==> config.mk <==
export PLATFORM = sky130hd
export DESIGN_NAME = dma_desc_seq
export DESIGN_NICKNAME = d
export VERILOG_FILES = /design/src/rtl/dma_seq_pkg.sv /design/src/rtl/dma_seq_dp.sv /design/src/rtl/dma_seq_ctrl.sv /design/src/rtl/dma_desc_seq.sv
export SDC_FILE = /design/constraint.sdc
export NUM_CORES = 1
export LEC_CHECK = 0
export BUFFER_PORTS_ARGS = -buffer_cell sky130_fd_sc_hd__buf_2
export CORE_ASPECT_RATIO = 1.4
export CORE_MARGIN = 8
export CORE_UTILIZATION = 45
export CTS_CLUSTER_SIZE = 8
export DETAILED_ROUTE_END_ITERATION = 10
export SLEW_MARGIN = 20
export SYNTH_ARGS = -nofsm -noshare
export SYNTH_HDL_FRONTEND = slang
export SYNTH_SLANG_ARGS = --single-unit
==> constraint.sdc <==
create_clock -name clk -period 9 [get_ports clk]
set_input_delay 0.9 -clock clk [delete_from_list [all_inputs] [get_ports clk]]
set_output_delay 0.9 -clock clk [all_outputs]
set_load 0.01 [all_outputs]
==> src/rtl/dma_seq_pkg.sv <==
package dma_seq_pkg;
  localparam int CNT_W   = 10;
  localparam int BURST_W = 16;

  localparam logic [2:0] MODE_STOP  = 3'd0;
  localparam logic [2:0] MODE_BASIC = 3'd1;
  localparam logic [2:0] MODE_AUTO  = 3'd2;
  localparam logic [2:0] MODE_PING  = 3'd3;

  typedef enum logic [2:0] {
    SEL_D0, SEL_D1, SEL_D2, SEL_SRC, SEL_DST
  } addrSel_e;

  // strobes from control to datapath
  typedef struct packed {
    logic     capSrc;
    logic     capDst;
    logic     capCfg;
    logic     step;
    logic     memEn;
    logic     memWe;
    logic     finalWb;
    addrSel_e addrSel;
  } dpCtl_t;

  // status from datapath to control
  typedef struct packed {
    logic [2:0] mode;
    logic       sizeBad;
    logic       countZero;
    logic       burstLast;
  } dpStat_t;
endpackage

==> src/rtl/dma_seq_dp.sv <==
module dma_seq_dp
  import dma_seq_pkg::*;
#(
  parameter int ADDR_W  = 32,
  parameter int CHAN_ID = 1
) (
  input  logic              clk,
  input  logic              rstN,
  input  dpCtl_t            ctl,
  input  logic [ADDR_W-1:0] baseAddr,
  input  logic              altSel,
  input  logic [31:0]       memRdata,
  output logic [ADDR_W-1:0] memAddr,
  output logic [3:0]        memBe,
  output logic [31:0]       memWdata,
  output dpStat_t           stat
);
  localparam logic [ADDR_W-1:0] CHAN_OFF = ADDR_W'(CHAN_ID * 16);
  localparam logic [ADDR_W-1:0] ALT_OFF  = ADDR_W'(256);

  logic [ADDR_W-1:0] srcEnd, dstEnd, srcAddr, dstAddr, descAddr;
  logic [31:0]       cfgWord, item, shifted;
  logic [CNT_W-1:0]  count;
  logic [BURST_W-1:0] burstCnt;
  logic [1:0] srcInc, dstInc, srcSize, dstSize;
  logic [3:0] rpow;

  assign dstInc  = cfgWord[31:30];
  assign dstSize = cfgWord[29:28];
  assign srcInc  = cfgWord[27:26];
  assign srcSize = cfgWord[25:24];
  assign rpow    = cfgWord[17:14];

  always_ff @(posedge clk) begin
    if (!rstN) begin
      srcEnd   <= '0;
      dstEnd   <= '0;
      cfgWord  <= '0;
      count    <= '0;
      burstCnt <= '0;
    end else begin
      if (ctl.capSrc) srcEnd <= memRdata[ADDR_W-1:0];
      if (ctl.capDst) dstEnd <= memRdata[ADDR_W-1:0];
      if (ctl.capCfg) begin
        cfgWord  <= memRdata;
        count    <= memRdata[13:4];
        burstCnt <= '0;
      end else if (ctl.step) begin
        if (count != '0) count <= count - 1'b1;
        burstCnt <= burstCnt + 1'b1;
      end
    end
  end

  // address = end - (remaining << increment), fixed when code is 11
  always_comb begin
    srcAddr = (srcInc == 2'b11) ? srcEnd : srcEnd - (ADDR_W'(count) << srcInc);
    dstAddr = (dstInc == 2'b11) ? dstEnd : dstEnd - (ADDR_W'(count) << dstInc);
  end

  assign descAddr = baseAddr + (altSel ? ALT_OFF : '0) + CHAN_OFF;

  always_comb begin
    shifted = memRdata >> {srcAddr[1:0], 3'b000};
    case (srcSize)
      2'd0:    item = shifted & 32'h0000_00FF;
      2'd1:    item = shifted & 32'h0000_FFFF;
      default: item = shifted;
    endcase
  end

  always_comb begin
    memBe    = 4'hF;
    memWdata = ctl.finalWb ? {cfgWord[31:14], {CNT_W{1'b0}}, cfgWord[3], MODE_STOP}
                           : {cfgWord[31:14], count, cfgWord[3:0]};
    case (ctl.addrSel)
      SEL_D0:  memAddr = descAddr;
      SEL_D1:  memAddr = descAddr + ADDR_W'(4);
      SEL_D2:  memAddr = descAddr + ADDR_W'(8);
      SEL_SRC: memAddr = srcAddr;
      default: begin
        memAddr  = dstAddr;
        memWdata = item << {dstAddr[1:0], 3'b000};
        case (dstSize)
          2'd0:    memBe = 4'b0001 << dstAddr[1:0];
          2'd1:    memBe = 4'b0011 << dstAddr[1:0];
          default: memBe = 4'b1111;
        endcase
      end
    endcase
  end

  assign stat.mode      = cfgWord[2:0];
  assign stat.sizeBad   = (srcSize == 2'b11) || (dstSize == 2'b11) || (srcSize != dstSize);
  assign stat.countZero = (count == '0);
  assign stat.burstLast = (burstCnt == ((BURST_W'(1) << rpow) - BURST_W'(1)));
endmodule

==> src/rtl/dma_seq_ctrl.sv <==
module dma_seq_ctrl
  import dma_seq_pkg::*;
(
  input  logic    clk,
  input  logic    rstN,
  input  logic    chanStart,
  input  logic    startAlt,
  input  logic    dmaReq,
  input  dpStat_t stat,
  output dpCtl_t  ctl,
  output logic    chanEn,
  output logic    altSel,
  output logic    irq,
  output logic    done,
  output logic    cfgErr
);
  typedef enum logic [3:0] {
    S_IDLE, S_LDS, S_LDD, S_LDC, S_CHK, S_DEC, S_MRD, S_MWR, S_WB, S_WBF
  } state_e;

  state_e state, nxt;
  logic   autoPend, badDesc;

  assign badDesc = stat.sizeBad || (stat.mode > MODE_PING);

  always_comb begin
    ctl         = '0;
    ctl.addrSel = SEL_D0;
    nxt         = state;
    case (state)
      S_IDLE: if (!chanStart && chanEn && (dmaReq || autoPend)) nxt = S_LDS;
      S_LDS: begin ctl.memEn = 1'b1; ctl.addrSel = SEL_D0; nxt = S_LDD; end
      S_LDD: begin ctl.memEn = 1'b1; ctl.addrSel = SEL_D1; ctl.capSrc = 1'b1; nxt = S_LDC; end
      S_LDC: begin ctl.memEn = 1'b1; ctl.addrSel = SEL_D2; ctl.capDst = 1'b1; nxt = S_CHK; end
      S_CHK: begin ctl.capCfg = 1'b1; nxt = S_DEC; end
      S_DEC: nxt = (stat.mode == MODE_STOP || badDesc) ? S_IDLE : S_MRD;
      S_MRD: begin ctl.memEn = 1'b1; ctl.addrSel = SEL_SRC; nxt = S_MWR; end
      S_MWR: begin
        ctl.memEn = 1'b1; ctl.memWe = 1'b1; ctl.addrSel = SEL_DST; ctl.step = 1'b1;
        if (stat.countZero)      nxt = S_WBF;
        else if (stat.burstLast) nxt = S_WB;
        else                     nxt = S_MRD;
      end
      S_WB:  begin ctl.memEn = 1'b1; ctl.memWe = 1'b1; ctl.addrSel = SEL_D2; nxt = S_IDLE; end
      S_WBF: begin
        ctl.memEn = 1'b1; ctl.memWe = 1'b1; ctl.addrSel = SEL_D2; ctl.finalWb = 1'b1;
        nxt = S_IDLE;
      end
      default: nxt = S_IDLE;
    endcase
  end

  always_ff @(posedge clk) begin
    if (!rstN) begin
      state    <= S_IDLE;
      chanEn   <= 1'b0;
      altSel   <= 1'b0;
      autoPend <= 1'b0;
      irq      <= 1'b0;
      done     <= 1'b0;
      cfgErr   <= 1'b0;
    end else begin
      state  <= nxt;
      irq    <= 1'b0;
      done   <= 1'b0;
      cfgErr <= 1'b0;
      case (state)
        S_IDLE: begin
          if (chanStart) begin
            chanEn   <= 1'b1;
            altSel   <= startAlt;
            autoPend <= 1'b0;
          end else if (nxt == S_LDS) begin
            autoPend <= 1'b0;
          end
        end
        S_DEC: begin
          if (stat.mode == MODE_STOP) begin
            chanEn <= 1'b0;
          end else if (badDesc) begin
            chanEn <= 1'b0;
            cfgErr <= 1'b1;
          end
        end
        S_WB: if (stat.mode == MODE_AUTO) autoPend <= 1'b1;
        S_WBF: begin
          irq <= 1'b1;
          if (stat.mode == MODE_PING) begin
            altSel <= ~altSel;
          end else begin
            chanEn <= 1'b0;
            done   <= 1'b1;
          end
        end
        default: ;
      endcase
    end
  end
endmodule

==> src/rtl/dma_desc_seq.sv <==
module dma_desc_seq
  import dma_seq_pkg::*;
#(
  parameter int ADDR_W  = 32,
  parameter int CHAN_ID = 1
) (
  input  logic              clk,
  input  logic              rstN,
  input  logic [ADDR_W-1:0] baseAddr,
  input  logic              chanStart,
  input  logic              startAlt,
  input  logic              dmaReq,
  output logic              memEn,
  output logic              memWe,
  output logic [ADDR_W-1:0] memAddr,
  output logic [3:0]        memBe,
  output logic [31:0]       memWdata,
  input  logic [31:0]       memRdata,
  output logic              chanEnabled,
  output logic              altSelect,
  output logic              irq,
  output logic              done,
  output logic              cfgErr
);
  dpCtl_t  ctl;
  dpStat_t stat;

  dma_seq_ctrl u_ctrl (
    .clk(clk), .rstN(rstN), .chanStart(chanStart), .startAlt(startAlt),
    .dmaReq(dmaReq), .stat(stat), .ctl(ctl), .chanEn(chanEnabled),
    .altSel(altSelect), .irq(irq), .done(done), .cfgErr(cfgErr)
  );

  dma_seq_dp #(.ADDR_W(ADDR_W), .CHAN_ID(CHAN_ID)) u_dp (
    .clk(clk), .rstN(rstN), .ctl(ctl), .baseAddr(baseAddr), .altSel(altSelect),
    .memRdata(memRdata), .memAddr(memAddr), .memBe(memBe),
    .memWdata(memWdata), .stat(stat)
  );

  assign memEn = ctl.memEn;
  assign memWe = ctl.memWe;
endmodule

---- After elaboration in Yosys (flattened, before gate mapping) ----
Cells that the tools add are included.
storage, ports and cells
  register bits after elaboration ......... 132
  bits of input ports ..................... 69
  output and inout port bits .............. 75
operators by class
  add/sub/neg operators ................... 9
  magnitude comparators ................... 1
  equal/unequal tests ..................... 29
  shifts and indexed selects .............. 7
  muxes and demuxes ....................... 39
  bitwise operators ....................... 3
  reductions and logical operators ........ 31
operators with widths
  cell                                                 number
  case mux 32 bit (4 select lines)                     1
  2-to-1 mux 32 bit                                    3
  case mux 32 bit (2 select lines)                     1
  << shifter 10 x 2 -> 32 bit                          2
  subtractor 32 bit                                    2
  adder 32 x 3 -> 32 bit, second input constant        1
  adder 32 bit                                         1
  adder 32 x 4 -> 32 bit, second input constant        1
  adder 32 x 5 -> 32 bit, second input constant        1
  case mux 4 bit (8 select lines)                      1
  << shifter 32 x 5 -> 32 bit                          1
  >> shifter 32 x 5 -> 32 bit                          1
  2-to-1 mux 10 bit                                    3
  2-to-1 mux 1 bit                                     18
  adder 16 x 1 -> 16 bit, second input constant        1
  equality test 16 bit                                 1
  equality test 4 x 3 -> 1 bit, second input constant  4
  2-to-1 mux 4 bit                                     4
  << shifter 1 x 4 -> 16 bit, first input constant     1
  subtractor 16 x 1 -> 16 bit, second input constant   1
  2-to-1 mux 14 bit                                    1
  equality test 3 x 2 -> 1 bit, second input constant  4
  case mux 3 bit (4 select lines)                      1
  zero test 10 bit                                     1
  other kinds (37)                                     63

---- Logic depth before layout (Yosys ltp) ----
Gate-level depths: netlist of the first run.
  depth in word-level cells ............... 11
  mapped depth ............................ 16
  mapped depth without buffers ............ 14

---- By module ----
Synthesis of the first run repeated with hierarchy kept, for this count alone.
unflattened totals
  cell total of the unflattened synthesis .. 1626
  area, all modules ....................... 12181.7 sq um
by module, submodules not included
  module        instances  cells each  area each (sq um)
  dma_seq_dp    1          1546        11542.3
  dma_seq_ctrl  1          80          639.4

---- Worst setup path after synthesis of the first run ----
Ideal clock, no wire load.
  path kind ............................... register -> output
  from .................................... reg u_dp.cfgWord[31]
  to ...................................... out memAddr[31]
  arrival ................................. 3829 ps
  data required time ...................... 8100 ps
  setup slack ............................. 4271 ps
  stages on the path, launching flop included .. 16
  buffers on the path ..................... 3
  cells stage by stage .................... dfxtp_1 -> buf_6 -> and2_1 -> clkbuf_1 -> clkbuf_1 -> nand2_1 -> ha_1 -> a211o_1 -> or3_4 -> or3_4 -> nand4bb_4 -> or4b_4 -> or3_4 -> nor4_4 -> xnor2_1 -> a2bb2oi_1
on the way
  longest elaborated chain between the ends .. 4
ends and longest elaborated chain
  element                             RTL line            source
  start: declaration                  dma_seq_dp.sv:22    logic [31:0] cfgWord, item, shifted;
  start signal: assignment            dma_seq_dp.sv:45    cfgWord <= memRdata;
  << shifter 10 x 2 -> 32 bit         dma_seq_dp.sv:58    dstAddr = (dstInc == 2'b11) ? dstEnd : dstEnd - (ADDR_W'(count) << dstInc);
  subtractor 32 bit                   dma_seq_dp.sv:58
  2-to-1 mux 32 bit *                 dma_seq_dp.sv:58
  case mux 32 bit (4 select lines) *  dma_seq_dp.sv:76    case (ctl.addrSel)
  end: declaration                    dma_desc_seq.sv:15  output logic [ADDR_W-1:0] memAddr,
Mark *: on every way between the ends. The rest lies on a longest branch, timed or not.

---- Worst setup path in the final report of the first run ----
  from .................................... reg u_dp.cfgWord[31]
  to ...................................... out memAddr[28]
Same word-level chain as after synthesis.

==> results of run 1 <==
-- synthesized netlist by cell type, drive strengths merged, types with 15 or more instances --
library cell / number / area (um^2)
a22oi: 22 / 165.2
nand4: 15 / 93.84
nor2: 178 / 668.1
ha: 34 / 425.4
o21ai: 136 / 684.4
inv: 38 / 142.6
clkbuf: 96 / 360.4
xor2: 53 / 464.2
nand2: 336 / 1261
nand2b: 17 / 106.4
xnor2: 54 / 473.0
nor3: 58 / 300.3
a211oi: 31 / 232.7
and3: 21 / 131.4
nor4: 19 / 133.9
buf: 17 / 81.33
a21oi: 76 / 380.4
mux2i: 36 / 360.4
nand3: 67 / 335.3
a31oi: 23 / 143.9
nor2b: 22 / 137.6
dfxtp: 122 / 2442
a21boi: 94 / 705.7
o22ai: 20 / 125.1
-- routing by layer --
metal | vias up | GRT usage (%)
li1 | 6505 | -
met1 | 6414 | 34.02
met2 | 550 | 52.43
met3 | 144 | 4.858
met4 | 2 | 14.81
met5 | - | 0
-- state kept, by name, indices dropped and copies added, names as in the netlist, 4 cells and up --
signal / count
u_dp.dstEnd: 32
u_dp.srcEnd: 32
u_dp.cfgWord: 22
u_dp.burstCnt: 16
u_dp.count: 10
u_ctrl.state: 4
-- area by class of cell --
cell class | instances | area (um^2) | share of cell area, %
clock buffers | 23 | 488.0 | 3.607
multi-input cells | 1507 | 9049 | 66.89
inverters | 38 | 142.6 | 1.054
well taps | 328 | 410.4 | 3.034
flip-flops and latches | 122 | 2442 | 18.05
repair buffers | 159 | 835.8 | 6.178
clock inverters | 9 | 160.2 | 1.184
-- where the power goes --
| group | switching [mW] | total [mW] | internal, mW |
|---|---|---|---|
| Sequential | 0.154 | 0.772 | 0.618 |
| Clock | 0.273 | 0.768 | 0.495 |
| Combinational | 2.10 | 3.39 | 1.30 |
| Total | 2.52 | 4.93 | 2.41 |
-- per-stage QoR --
| step | cells | setup slack [ps] | area, um^2 | utilization (%) |
|---|---|---|---|---|
| floorplan | 1780 | 4271 | 12040 | - |
| global placement | 2154 | 3548 | 12880 | 48.49 |
| detailed placement | 2154 | 3514 | 12880 | 48.49 |
| CTS | 2186 | 3199 | 13530 | 50.93 |
| global route | 2186 | 2940 | 13530 | 50.93 |
| finish | 2186 | 3172 | 13530 | 50.93 |
-- worst min-delay path, delay by kind of cell (launching register included) --
kind / cells / cell delay (ps)
flip-flops: 1 / 310
AND/OR/NAND/NOR: 1 / 50
AO/OA/AOI/OAI: 1 / 60
-- kinds of logic after synthesis --
| kind of cell | after synthesis | share of synthesized area (%) |
|---|---|---|
| simple gates | 810 | 31.36 |
| compound gates | 509 | 27.82 |
| buf+inv | 151 | 4.854 |
| flops | 122 | 20.29 |
| xor+xnor | 107 | 7.785 |
| mux | 45 | 4.022 |
| fa+ha+maj | 36 | 3.867 |
-- worst paths after layout --
| path | start | to | slack (ps) |
|---|---|---|---|
| hold reg to reg | u_dp.cfgWord[23] | u_dp.cfgWord[23] | 470 |
| setup reg to reg | u_ctrl.state[1] | u_dp.count[5] | 5430 |
| setup / recovery | u_dp.cfgWord[31] | memAddr[28] | 3170 |
| hold / removal | u_dp.cfgWord[23] | u_dp.cfgWord[23] | 470 |
==> results by group, run 1 <==
STA
  • Min Tclk post-route: 5828 ps
  • Slew @ Worst Pin: 1121 ps
  • Hold_ws: 469.2 ps
  • RSZ-0062 raised after global routing: false
  • Final setup violation count: 0
  • Max-Slew Margin vs Limit: 24.76%
  • FMAX: 171.6 MHz
  • Final hold viol count: 0
  • Max-slew violation count: 0
  • Final worst path period share: 64.76%
  • Worst Skew: around 6.1 ps
  • Setup TNS: 0 ps

Power and ir drop
  • Pwr dens: about 360 mW/mm^2
  • Total Power: around 4.9 mW
  • Worst IR Drop VDD: 0.0003062 V
  • Pleak: between 5 and 6 nW

Worst setup path
  • Crit. End Element: output pin
  • Data arrival time of the critical path: slightly below 5000 ps
  • WP data required: 8100 ps
  • Slowest stage cell, crit path: dfxtp_1
  • Crit Path Category: reg -> out
  • Crit-path max FO: 18
  • Worst path depth: 13
  • Crit path max-delay family: simple AND/OR/NAND/NOR gates
  • Register-to-Register Path Depth: 8
  • Worst setup SP type: register
  • CP cell instances: and2_1, nand2_1, ha_1, a211o_1, or3_4, or3_4, nand4bb_4, or4b_4, a211oi_1, xor2_1, nor2_1, a31oi_1, buf_2
  • Max stage delay on crit path: 770 ps
  • Crit path buf inv count: 1
  • Most frequent CP cell: or3_4

Synth
  • #FFs+latches synth: 122
  • Mapped Cells: about 1,800
  • Post-synth cell types: 81
  • Post-synthesis sequential area ratio: 20.29%
  • Ys async rst share: 0%
  • EDFF count, synth: 0
  • Post-synth net total: 1,885
  • Yosys synthesis warning count: 0
  • Post-synth top flop: dfxtp_1
  • Mean Syn Cell Area: 6.763 um^2
  • Post-Syn Area: 0.01204 mm^2

Routing
  • Number of antenna-violating nets in the routed design: 0
  • Met3 wire len: approximately 3300 um
  • Vias per cell: roughly 6.2
  • DR vias: 13,620
  • Wire length on met1: 18,810 um
  • WL final: 48,910 um
  • DR top layer: met5
  • Met2 wire length: 24,370 um
  • Initial DRC Count: 1,015
  • DR WL/cell: about 22 um
  • DRC: 0
  • TritonRoute pass-1 iters: 5

Global routing
  • Pin count of the biggest net entering global routing: 100
  • Initial antenna violation count: 1
  • Gr ovfl total: 0
  • GRT Resource Usage Total: 29.70%
  • First-pass GRT wire length: 75,580 um
  • Vias in the first global route: between 10,000 and 15,000

Floorplanning
  • Full die area: 0.03231 mm^2
  • Core area: about 0.027 mm^2
  • Top Ports: 144
  • Num rows: 71
  • Die Wd: 154.2 um
  • Initial Utilization: between 40% and 50%
  • DIE HEIGHT: ~210 um

Placed design
  • Quantity of I/O buffers inserted on ports: 143
  • Hpwl dp: 36,940 um
  • RD Place Congestion: 0.9695

Finish
  • Fraction of layout cells with a size suffix above 1: about an eighth
  • # fillers: 2,723
  • Nets: just under 2,000
  • Most frequent cells in the layout: nand2_1, nor2_1, buf_2, o21ai_0, dfxtp_1
  • Commonest non-fill, non-tap cell in the layout: nand2_1
  • Area Growth Syn to Fin: 12.38%
  • ANT cells: 0

Clocking
  • Hold_buf cts: 0
  • Number of buffers created by CTS: 17
  • Post_cts resized: 0
  • CTS H-Tree Depth: 4
  • Post-CTS setup buffer count: 0
  • Clock Pin Slew Worst Setup and Hold Paths: 60 ps
  • CTS Root Buffer Type: clkbuf_16
  • CTS tree: done
  • Sinks on Clock Net: roughly 120
  • Clock buffer depth: 2
  • Clk_lat worst skew: 430 ps

Hold path
  • Min-delay worst type: reg -> reg
  • WHS Path Cells: 2

Outcome
  • Status: finished clean

Flow run
  • Max Cap Viol: 0
No activity file was read; power rests on OpenSTA's default activity.
==> run 2, diff against run 1 <==
--- a/config.mk
+++ b/config.mk
@@ -11,6 +11,7 @@
 export CORE_UTILIZATION = 45
 export CTS_CLUSTER_SIZE = 8
 export DETAILED_ROUTE_END_ITERATION = 10
+export PLACE_DENSITY = 0.67
 export SLEW_MARGIN = 20
 export SYNTH_ARGS = -nofsm -noshare
 export SYNTH_HDL_FRONTEND = slang
==> constraint.sdc (replaced) <==
create_clock -name clk -period 5.1 [get_ports clk]
set_input_delay 0.51 -clock clk [delete_from_list [all_inputs] [get_ports clk]]
set_output_delay 0.51 -clock clk [all_outputs]
set_load 0.01 [all_outputs]
==> results by group, run 2 (synthesis results as in run 1) <==
Floorplanning
  • Initial Utilization: 45.32% (unchanged)
  • Top Ports: 144 (unchanged)
  • Die Wd: 154.2 um (unchanged)
  • Full die area: 0.03231 mm^2 (unchanged)
  • Core area: 0.02656 mm^2 (unchanged)
  • Num rows: 71 (unchanged)
  • DIE HEIGHT: 209.5 um (unchanged)

Power and ir drop
  • Switching Share: 52.46% (was 51.12%)
  • P_sw: 4.588 mW (was 2.522 mW)
  • Clock network power share: 13.7% (was 15.6%)
  • Part of the power in registers: 15.6% (about the same)
  • Logic pwr share: 70.7% (was 68.8%)
  • Pleak: 5.131 nW (was 5.024 nW)
  • Worst IR Drop VDD: 0.0004123 V (was 0.0003062 V)
  • Pwr dens: 639.4 mW/mm^2 (was 364.7 mW/mm^2)
  • Internal power: 4.159 mW (was 2.412 mW)

Routing
  • Initial DRC Count: 1,250 (was 1,015)
  • Number of antenna-violating nets in the routed design: 0 (unchanged)
  • DR WL/cell: 22.47 um (was 22.37 um)
  • TritonRoute pass-1 iters: 7 (was 5)
  • DR vias: 13,980 (was 13,620)
  • Vias per cell: 6.321 (was 6.228)
  • DRC: 0 (unchanged)
  • WL final: 49,710 um (was 48,910 um)

Clocking
  • CTS H-Tree Depth: 4 (unchanged)
  • Clock Pin Slew Worst Setup and Hold Paths: 60 ps (about the same)
  • CTS Root Buffer Type: clkbuf_16 (unchanged)
  • Sinks on Clock Net: 122 (unchanged)
  • Hold_buf cts: 0 (unchanged)
  • Clk_lat worst skew: 440 ps (was 430 ps)
  • CTS tree: done (unchanged)
  • Number of buffers created by CTS: 17 (unchanged)
  • Clock buffer depth: 2 (unchanged)

Worst setup path
  • RR Startpoint: u_dp.cfgWord[16] (was u_ctrl.state[1])
  • Reg2reg end: u_ctrl.state[2] (was u_dp.count[5])
  • Crit-path max FO: 10 (was 18)
  • Crit. End Element: output pin (unchanged)
  • Reg2reg setup slack: 1560 ps (was 5430 ps)
  • Crit Path Category: reg -> out (unchanged)
  • Register-to-Register Path Depth: 11 (was 8)
  • Data arrival time of the critical path: 4380 ps (was 4930 ps)
  • WP data required: 4590 ps (was 8100 ps)
  • Worst setup SP type: register (unchanged)

STA
  • Final setup violation count: 0 (unchanged)
  • Slew @ Worst Pin: 870.4 ps (was 1121 ps)
  • Hold_ws: 374.5 ps (was 469.2 ps)
  • Min Tclk post-route: 4891 ps
  • FMAX: just over 200 MHz
  • Worst Skew: 8.889 ps (was 6.074 ps)
  • Max-Slew Margin vs Limit: 41.36% (was 24.76%)
  • Final hold viol count: 0 (unchanged)
  • Final worst path period share: 95.91%
  • Setup TNS: 0 ps (unchanged)
  • Max-slew violation count: 0 (unchanged)
  • RSZ-0062 raised after global routing: false (unchanged)

Global routing
  • GRT Resource Usage Total: 29.79% (was 29.70%)
  • First-pass GRT wire length: 75,390 um (was 75,580 um)
  • Vias in the first global route: 13,110 (was 13,040)
  • Pin count of the biggest net entering global routing: 64 (was 100)
  • Gr ovfl total: 0 (unchanged)
  • Initial antenna violation count: 0 (was 1)

Hold path
  • Hold_sp: memRdata[0] (was u_dp.cfgWord[23])
  • Min-delay worst type: in -> reg (was reg -> reg)
  • WHS Path Cells: 3 (was 2)
  • Worst Hold End: u_dp.cfgWord[0] (was u_dp.cfgWord[23])

Flow run
  • Max Cap Viol: 0 (unchanged)

Finish
  • Nets: 1,976 (was 1,950)
  • Fraction of layout cells with a size suffix above 1: 14.33% (was 12.70%)
  • Commonest non-fill, non-tap cell in the layout: nand2_1 (unchanged)
  • Final Core Density: 51.50% (was 50.93%)
  • Area Growth Syn to Fin: 13.64% (was 12.38%)
  • Most frequent cells in the layout: nand2_1, nor2_1, buf_2, o21ai_0, dfxtp_1 (unchanged)
  • Registers with the most flip-flops: u_dp.dstEnd: 32 flops, u_dp.srcEnd: 32 flops, u_dp.cfgWord: 22 flops (unchanged)
  • # fillers: 2,722 (was 2,723)
  • ANT cells: 0 (unchanged)

Outcome
  • Status: finished clean (unchanged)

Placed design
  • Quantity of I/O buffers inserted on ports: 143 (unchanged)
  • RD Place Congestion: 0.9768 (was 0.9695)
  • Hpwl dp: 38,120 um (was 36,940 um)
==> run 2: changes by cell type in the layout (fill, tap and decap cells not counted), sizes merged <==
cell,previous run,this run
buf,159,185
bufinv,4,0
clkbuf,23,17
clkinv,4,3
clkinvlp,0,2
inv,39,48
==> run 2: what timing repair did <==
item                                    CTS  global route
endpoints found under the setup margin    0            20
setup buffers                             0             0
gates resized for setup                   0             9
==> run 2: worst max-delay path by stage <==
stage	start	end	slack [ps]
global placement	baseAddr[8]	memAddr[12]	510
CTS	u_dp.cfgWord[30]	memAddr[26]	50
finish	u_dp.cfgWord[31]	memAddr[30]	210
global route	u_dp.cfgWord[27]	memAddr[19]	30
floorplan	u_dp.cfgWord[31]	memAddr[31]	760
detailed placement	baseAddr[8]	memAddr[12]	480
==> run 2: per-stage QoR <==
| stage | total power [mW] | cells | setup WS (ps) | area [um^2] |
|---|---|---|---|---|
| 6_report | 8.747 | 2212 | 208.7 | 13680 |
| 3_3_place_gp | 7.337 | 2180 | 507.0 | 13060 |
| 2_1_floorplan | 5.560 | 1780 | 760.9 | 12040 |
| 3_5_place_dp | 7.397 | 2180 | 477.6 | 13060 |
| 4_1_cts | 8.620 | 2212 | 51.68 | 13640 |
| 5_1_grt | 9.311 | 2212 | 30.81 | 13680 |
==> run 2: area by class of cell <==
| cell class | count | area, um^2 | area share (%) |
|---|---|---|---|
| multi-input cells | 1507 | 9074 | 66.33 |
| flip-flops and latches | 122 | 2447 | 17.89 |
| repair buffers | 185 | 1031 | 7.537 |
| clock buffers | 17 | 425.4 | 3.110 |
| well taps | 328 | 410.4 | 3.000 |
| clock inverters | 15 | 148.9 | 1.088 |
| inverters | 38 | 142.6 | 1.043 |
==> run 2: routing by layer <==
layer / global-route usage (%) / share of wire [%] / wire length, um
met4: 19.21 / 6.4 / 3193
met1: 33.92 / 38 / 19030
met2: 50.98 / 48 / 24060
met3: 4.714 / 6.9 / 3422
met5: 0 / 0 / 0
==> run 2: power groups by stage <==
stage | clock (mW) | sequential (mW) | combinational [mW]
final | 1.19 | 1.36 | 6.19
after global routing | 1.25 | 1.38 | 6.68
after CTS | 1.21 | 1.35 | 6.06
after detailed placement | 0 | 1.37 | 6.03
after global placement | 0 | 1.37 | 5.97
after floorplan | 0 | 1.21 | 4.35
==> run 2: worst max-delay path: stages, from the launching register on <==
cell and delay [ps]:
dfxtp_2 460, buf_4 210, and2_1 150, nand2_1 60, ha_1 200, a211o_1 330
or3_4 350, or3_4 370, nand4bb_4 270, or4b_4 520, or3_4 370, nor3_2 190
xnor2_1 190, o211ai_2 110, buf_2 160
